[config.mk]
export PLATFORM = sky130hd
export DESIGN_NAME = txq_ctrl
export DESIGN_NICKNAME = d
export VERILOG_FILES = /design/src/rtl/txq_pkg.sv /design/src/rtl/txq_cfg_reg.sv /design/src/rtl/txq_hold.sv /design/src/rtl/txq_seq.sv /design/src/rtl/txq_ctrl.sv
export SDC_FILE = /design/constraint.sdc
export NUM_CORES = 1
export LEC_CHECK = 0
export BUFFER_PORTS_ARGS = -buffer_cell sky130_fd_sc_hd__buf_2
export CAP_MARGIN = 30
export CORE_ASPECT_RATIO = 1.4
export CORE_MARGIN = 2
export CORE_UTILIZATION = 54
export DETAILED_ROUTE_END_ITERATION = 10
export PLACE_DENSITY_LB_ADDON = 0.12
export SLEW_MARGIN = 40
export SYNTH_ARGS = -nofsm -noshare
export SYNTH_HDL_FRONTEND = slang
export SYNTH_SLANG_ARGS = --single-unit
export TNS_END_PERCENT = 1
[constraint.sdc]
create_clock -name clk -period 4 [get_ports clk]
set_input_delay 0.8 -clock clk [delete_from_list [all_inputs] [get_ports clk]]
set_output_delay 0.8 -clock clk [all_outputs]
set_load 0.03 [all_outputs]
[src/rtl/txq_pkg.sv]
package txq_pkg;
   typedef struct packed {
      logic tx_en;
      logic txi_en;
      logic tei_en;
   } txq_cfg_t;
endpackage

[src/rtl/txq_cfg_reg.sv]
module txq_cfg_reg
   import txq_pkg::*;
(
   input  logic     clk,
   input  logic     rst_n,
   input  logic     we,
   input  txq_cfg_t wdata,
   output txq_cfg_t cfg
);
   always_ff @(posedge clk or negedge rst_n) begin
      if (!rst_n) cfg <= '0;
      else if (we) cfg <= wdata;
   end
endmodule

[src/rtl/txq_hold.sv]
module txq_hold #(
   parameter int DATA_W = 8
) (
   input  logic              clk,
   input  logic              rst_n,
   input  logic              wr,
   input  logic [DATA_W-1:0] din,
   output logic [DATA_W-1:0] dout
);
   always_ff @(posedge clk or negedge rst_n) begin
      if (!rst_n) dout <= '0;
      else if (wr) dout <= din;
   end
endmodule

[src/rtl/txq_seq.sv]
module txq_seq
   import txq_pkg::*;
#(
   parameter int DATA_W = 8
) (
   input  logic              clk,
   input  logic              rst_n,
   input  logic              cw_we,
   input  txq_cfg_t          cw_val,
   input  txq_cfg_t          cfg,
   input  logic              dw_we,
   input  logic [DATA_W-1:0] dw_data,
   input  logic              frame_done,
   input  logic [DATA_W-1:0] held,
   output logic              hold_wr,
   output logic              shf_load,
   output logic [DATA_W-1:0] shf_data,
   output logic              frm_start,
   output logic              flag_empty,
   output logic              flag_end,
   output logic              irq_tx,
   output logic              irq_end
);
   logic              launch;
   logic [DATA_W-1:0] launch_byte;
   logic              finish;

   always_comb begin
      launch      = 1'b0;
      launch_byte = dw_data;
      finish      = 1'b0;
      hold_wr     = 1'b0;
      if (!cw_we && cfg.tx_en) begin
         if (dw_we) begin
            if (flag_end || frame_done) launch = 1'b1;
            else hold_wr = 1'b1;
         end else if (frame_done && !flag_end) begin
            if (!flag_empty) begin
               launch      = 1'b1;
               launch_byte = held;
            end else begin
               finish = 1'b1;
            end
         end
      end
   end

   always_ff @(posedge clk or negedge rst_n) begin
      if (!rst_n) begin
         flag_empty <= 1'b1;
         flag_end   <= 1'b1;
         shf_load   <= 1'b0;
         frm_start  <= 1'b0;
         shf_data   <= '0;
         irq_tx     <= 1'b0;
         irq_end    <= 1'b0;
      end else begin
         shf_load  <= launch;
         frm_start <= launch;
         irq_tx    <= 1'b0;
         if (cw_we) begin
            flag_empty <= 1'b1;
            flag_end   <= 1'b1;
            irq_tx     <= cw_val.tx_en & cw_val.txi_en;
            if (!cw_val.tei_en || !cw_val.tx_en) irq_end <= 1'b0;
         end else if (launch) begin
            shf_data   <= launch_byte;
            flag_empty <= 1'b1;
            flag_end   <= 1'b0;
            irq_end    <= 1'b0;
            irq_tx     <= cfg.txi_en;
         end else if (hold_wr) begin
            flag_empty <= 1'b0;
         end else if (finish) begin
            flag_end <= 1'b1;
            irq_end  <= cfg.tei_en;
         end
      end
   end
endmodule

[src/rtl/txq_ctrl.sv]
module txq_ctrl
   import txq_pkg::*;
#(
   parameter int DATA_W = 8
) (
   input  logic              clk,
   input  logic              rst_n,
   input  logic              cw_we,
   input  logic              cw_tx_en,
   input  logic              cw_txi_en,
   input  logic              cw_tei_en,
   input  logic              dw_we,
   input  logic [DATA_W-1:0] dw_data,
   input  logic              frame_done,
   output logic              shf_load,
   output logic [DATA_W-1:0] shf_data,
   output logic              frm_start,
   output logic              flag_empty,
   output logic              flag_end,
   output logic              irq_tx,
   output logic              irq_end
);
   localparam int MaxW = 16;

   generate
      if (DATA_W < 1 || DATA_W > MaxW) begin : g_bad_width
         $error("txq_ctrl: DATA_W out of range");
      end
   endgenerate

   txq_cfg_t          cw_val;
   txq_cfg_t          cfg;
   logic              hold_wr;
   logic [DATA_W-1:0] held;

   assign cw_val = '{tx_en: cw_tx_en, txi_en: cw_txi_en, tei_en: cw_tei_en};

   txq_cfg_reg u_cfg (
      .clk   (clk),
      .rst_n (rst_n),
      .we    (cw_we),
      .wdata (cw_val),
      .cfg   (cfg)
   );

   txq_hold #(.DATA_W(DATA_W)) u_hold (
      .clk   (clk),
      .rst_n (rst_n),
      .wr    (hold_wr),
      .din   (dw_data),
      .dout  (held)
   );

   txq_seq #(.DATA_W(DATA_W)) u_seq (
      .clk        (clk),
      .rst_n      (rst_n),
      .cw_we      (cw_we),
      .cw_val     (cw_val),
      .cfg        (cfg),
      .dw_we      (dw_we),
      .dw_data    (dw_data),
      .frame_done (frame_done),
      .held       (held),
      .hold_wr    (hold_wr),
      .shf_load   (shf_load),
      .shf_data   (shf_data),
      .frm_start  (frm_start),
      .flag_empty (flag_empty),
      .flag_end   (flag_end),
      .irq_tx     (irq_tx),
      .irq_end    (irq_end)
   );
endmodule

==> results of run 1 <==
-- per-stage QoR --
step	util [%]	setup slack, ns	hold WS, ns	power [mW]	area [um^2]
final	67.0	2.04	0.430	0.628	1320
after global placement	64.3	1.86	0.479	0.454	1270
after detailed placement	64.3	1.83	0.494	0.458	1270
after floorplan	-	2.15	0.462	0.407	1140
after global routing	67.0	1.99	0.458	0.656	1320
after CTS	67.0	2.03	0.441	0.633	1320
-- per-layer routing --
metal	routed length [um]	global-route usage, %
met2	1190	35.9
met5	0	0
met1	958	27.1
met3	156	2.15
met4	61	10.7
-- power groups by stage --
stage          Sequential [mW]  Combinational, mW  Clock (mW)
2_1_floorplan            0.351             0.0561           0
3_3_place_gp             0.308              0.147           0
3_5_place_dp             0.309              0.149           0
4_1_cts                  0.304              0.150       0.180
5_1_grt                  0.310              0.160       0.187
6_report                 0.304              0.148       0.176
-- registers in the layout (all words and copies together), names as in the netlist --
signal / cells
u_seq.irq_end: 1
u_cfg.cfg: 3
u_seq.flag_empty: 1
u_seq.shf_load: 1
u_seq.flag_end: 1
u_hold.dout: 8
u_seq.shf_data: 8
u_seq.irq_tx: 1
-- layout by cell type (no fill, tap or decap), drive strengths merged, types with 2 or more instances in the layout --
cell,n
buf,29
dfrtp,22
a31oi,17
o21ai,10
mux2,9
nand3,8
nand2,4
clkbuf,3
nor2b,2
nand2b,2
inv,2
dfstp,2
-- worst paths after layout --
| check | endpoint | slack [ns] | cells past startpoint |
|---|---|---|---|
| hold / removal | u_cfg.cfg[2] | 0.43 | 1 |
| max in group asynchronous | u_seq.flag_empty | 3.21 | 1 |
| setup / recovery | flag_end | 2.04 | 1 |
| hold reg to reg | u_seq.irq_tx | 0.52 | 1 |
| min in group clk | u_seq.irq_tx | 0.52 | 1 |
| setup reg to reg | u_hold.dout[4] | 2.37 | 3 |
-- logic make-up (layout without fill, tap and decap cells) --
family | Yosys count | after routing | share of synthesized area, %
AND/OR/NAND/NOR | 23 | 23 | 13.6
AO/OA/AOI/OAI | 34 | 34 | 19.3
flip-flops | 24 | 24 | 52.9
multiplexers | 10 | 10 | 9.77
buffers and inverters | 9 | 35 | 4.39
-- cell type report --
type                    instances  area (um^2)
flip-flops and latches         24          603
inverters                       2         7.51
well taps                      21         26.3
clock inverters                 1         30.0
fillers                       162          652
clock buffers                   3         22.5
multi-input cells              67          487
repair buffers                 29          145
==> impl_metrics.yaml, run 1 <==
clock_tree:
  cts_root_buffer: "clkbuf_4"
  cts_resized: 0
  hold_buffers: 0
  worst_skew_pair.late_latency_ns: 0.33
  numClockSinks: 24
  cts_tree: "built"
  cts_setup_buffers: 0
  cts_buffer_depth: 2
  cts-htree-levels: 1
  cts_buffers: 3
  path_clk_slew_ns: 0.12
route:
  postRouteAntennaNets: 0
  wl_per_cell_um: 16.1
  vias: 917
  dr.pass1.iters: 4
  vias_per_cell: 6.24
  routed_wl_um: 2370
  drt_iter0_markers: 24
  drc_errors: 0
yosys:
  synth_cells: 100
  yosysTopAreaCellShare_pct: 48.3
  async_reset_ff_share_pct: 100
  syn-num-nets: 116
  yosysMostFrequentCell: "dfrtp_1"
  synth_cell_types: 29
  synth_area_leader_cell: "dfrtp_1"
  ys_ff_latch: 24
  yosysWarnings: 0
  synth_area_leaders: "dfrtp_1 (48%), a31oi_1 (9.3%), mux2_2 (8.9%), dfstp_2 (4.6%), o21ai_0 (4.4%)"
  synthesis.area_um2: 1140
  avgSynthCellArea_um2: 11.4
  synth_edf_count: 0
  synthTopCellsByCount: "dfrtp_1 (22), a31oi_1 (17), o21ai_0 (10)"
  synth_ff_type: "dfrtp_1"
  ys_seq_area_share_pct: 52.9
die:
  core.rowCount: 19
  ios: 30
  core_area_um2: 1970
  initial_core_util_pct: 57.8
  chipWidth_um: 42.8
  die_y_um: 58.4
  die_area_um2: 2500
power:
  ir_drop_mv: 0.328
  p_sw_share_pct: 30.4
  intPower_mw: 0.437
  switchingPower_mw: 0.191
  p_comb_share_pct: 23.6
  leakagePower_nw: 0.597
  p_seq_share_pct: 48.4
  p_per_area_nw_per_um2: 475
  p_clk_share_pct: 28.0
grt:
  first_global_vias: 831
  grt_pass1_wl_um: 3900
  overflow: 0
  grt_max_degree: 25
  antenna_found_initial: 0
  track_usage_pct: 21.3
timing:
  max_freq_mhz: 510
  skew_ns: 0.00477
  finalCritPeriodShare_pct: 49.1
  slew_headroom_pct: 49.7
  rsz0062_at_grt: "false"
  max_slew.worst_pin.slew_ns: 0.752
  setup_tns_ns: 0
  layout_min_cycle_time_ns: 1.96
  drv_slew: 0
  finalHoldViolCount: 0
  finalSetupViolCount: 0
critical_path:
  start_kind: "register"
  r2r_start: "u_seq.flag_end"
  worst-setup-path-type: "reg2out"
  setup.worst_path.end_class: "primary output"
  crit_arrival_ns: 1.16
  cp_max_fo: 7
  path_buf_inv: 1
  crit_chain: "buf_2"
  slowest_delay_ns: 0.62
  timing.critical_path.required_ns: 3.20
  cp-startpoint: "u_seq.flag_end"
  slowest_stage: "dfstp_2"
  path_delay_family: "flip-flops"
placement:
  post-place-cells: 143
  port_buffers: 29
  place_hpwl_um: 1690
  routabilityCongestion: 0.765
finish:
  stdcell_count: 147
  layout-drive-gt1-share_pct: 40.5
  num_antenna_cells: 0
  syn_to_final_growth_pct: 15.9
  nets: 143
status:
  status: "completed"
job:
  maxCapViolCount: 0
hold_path:
  hold_path_class: "in2async"
Power figures use the tool's default switching activity.
==> run 2, diff against run 1 <==
--- a/config.mk
+++ b/config.mk
@@ -9,7 +9,7 @@
 export CAP_MARGIN = 30
 export CORE_ASPECT_RATIO = 1.4
 export CORE_MARGIN = 2
-export CORE_UTILIZATION = 54
+export CORE_UTILIZATION = 51
 export DETAILED_ROUTE_END_ITERATION = 10
 export PLACE_DENSITY_LB_ADDON = 0.12
 export SLEW_MARGIN = 40
==> constraint.sdc (replaced) <==
create_clock -name clk -period 1.85 [get_ports clk]
set_input_delay 0.37 -clock clk [delete_from_list [all_inputs] [get_ports clk]]
set_output_delay 0.37 -clock clk [all_outputs]
set_load 0.03 [all_outputs]
==> run 2 against run 1 <==
Against the previous run: sequential share of layout area shrank 0.68 points; clock power increased by 56%; die area grew 5.4%; hold slack got worse by 0.41 ns; count of clock-buffer cells in the layout is 1 higher; global-route usage shrank 1.3 points; total power rose by 99%; register-to-register slack lost 2.1 ns.
==> impl_metrics.yaml, run 2 (synthesized netlist as in run 1, its figures left out) <==
placement:
  place_hpwl_um: 1760
  routabilityCongestion: 0.732
  port_buffers: 29
critical_path:
  start_kind: "register"
  slowest_delay_ns: 0.53
  worst-setup-path-type: "reg2reg"
  r2r_slack_ns: 0.26
  path_delay_family: "simple AND/OR/NAND/NOR gates"
  timing.critical_path.required_ns: 2.05
  setup.worst_path.end_class: "register"
  crit_arrival_ns: 1.79
  r2r-end: "u_seq.shf_data[4]"
  crit_chain: "nor2b_1 > and3_4 > a31oi_1"
  path_buf_inv: 0
  reg2reg_depth: 3
  slowest_stage: "nor2b_1"
  cp_max_fo: 11
  r2r_start: "u_cfg.cfg[2]"
route:
  postRouteAntennaNets: 0
  routed_wl_um: 2360
  vias_per_cell: 5.96
  wl_per_cell_um: 15.6
  drc_errors: 0
  vias: 900
  drt_iter0_markers: 14
  dr.pass1.iters: 4
timing:
  worst_hold_slack_ns: 0.0198
  layout_min_cycle_time_ns: 1.59
  max_freq_mhz: 629
  drv_slew: 0
  slew_headroom_pct: 60.4
  finalSetupViolCount: 0
  finalCritPeriodShare_pct: 85.9
  finalHoldViolCount: 0
  rsz0062_at_grt: "false"
  setup_tns_ns: 0
  max_slew.worst_pin.slew_ns: 0.592
  skew_ns: 0.00213
finish:
  largestRegisters: "u_hold.dout (8), u_seq.shf_data (8), u_cfg.cfg (3)"
  final_cell_mix: "buf_2 (29), dfrtp_1 (22), a31oi_1 (17)"
  num_antenna_cells: 0
  layout-drive-gt1-share_pct: 41.9
  syn_to_final_growth_pct: 17.7
  nFillCells: 187
  nets: 146
  layout_commonest_cell: "buf_2"
grt:
  met3_usage_pct: 1.81
  use_met1_pct: 22.9
  grt_max_degree: 25
  grt_use_met2_pct: 37.2
  antenna_found_initial: 0
  grt.busiest_layer: "met2"
  grt_pass1_wl_um: 3820
  track_usage_pct: 19.9
  overflow: 0
  first_global_vias: 874
power:
  leakagePower_nw: 0.609
  p_per_area_nw_per_um2: 931
  ir_drop_mv: 0.561
die:
  core.rowCount: 20
  core_area_um2: 2150
  chipWidth_um: 44.0
  initial_core_util_pct: 53.0
  die_area_um2: 2630
  die_y_um: 59.9
  ios: 30
job:
  maxCapViolCount: 0
clock_tree:
  cts_buffer_depth: 2
  cts_root_buffer: "clkbuf_4"
  cts_tree: "built"
  cts-htree-levels: 1
  numClockSinks: 24
  cts_buffers: 3
  path_clk_slew_ns: 0.13
  cts_resized: 0
  hold_buffers: 0
  worst_skew_pair.late_latency_ns: 0.31
  cts_setup_buffers: 0
status:
  status: "completed"
hold_path:
  hold_path_class: "in2async"
==> run 2: cell types whose count changed in the layout (fill, tap and decap cells not counted), sizes merged <==
cell,delta
buf,+3
bufinv,-1
clkbuf,+1
==> run 2: metrics by stage <==
step                      utilization (%)  instance area [um^2]  worst slack (ns)  cells  power, mW
after global placement               60.6                  1310             0.223    147      0.981
final                                62.3                  1340             0.260    151       1.25
after floorplan                         -                  1140             0.353    100      0.880
after global routing                 62.3                  1340             0.119    151       1.32
after detailed placement             60.6                  1310             0.208    147      0.988
after CTS                            62.3                  1340             0.268    151       1.26
==> run 2: worst max-delay path by stage <==
stage | start | end | cells past startpoint
global route | u_cfg.cfg[2] | u_seq.shf_data[6] | 3
CTS | u_cfg.cfg[2] | u_seq.shf_data[4] | 3
finish | u_cfg.cfg[2] | u_seq.shf_data[4] | 3
detailed placement | frame_done | u_hold.dout[2] | 5
floorplan | u_seq.flag_end | u_seq.shf_data[0] | 5
global placement | frame_done | u_hold.dout[1] | 5
==> run 2: report_power, final <==
group	internal [mW]	switching (mW)	total (mW)
logic	0.118	0.202	0.320
clock network	0.120	0.154	0.274
registers	0.609	0.0454	0.655
total	0.847	0.401	1.25
==> run 2: layer usage <==
metal,vias to the layer above,share of wire (%),routed length (um)
li1,434,-,-
met1,436,40,956
met2,26,54,1280
met5,-,0,0
met4,0,1.2,29
met3,4,4.0,95
==> run 2: area by class of cell <==
| class | count | area, um^2 | area share, % |
|---|---|---|---|
| tap | 22 | 27.5 | 2.05 |
| sequential | 24 | 603 | 45.0 |
| clock buffer | 4 | 36.3 | 2.71 |
| multi-input combinational | 67 | 487 | 36.3 |
| inverter | 2 | 7.51 | 0.560 |
| timing repair buffer | 32 | 180 | 13.4 |
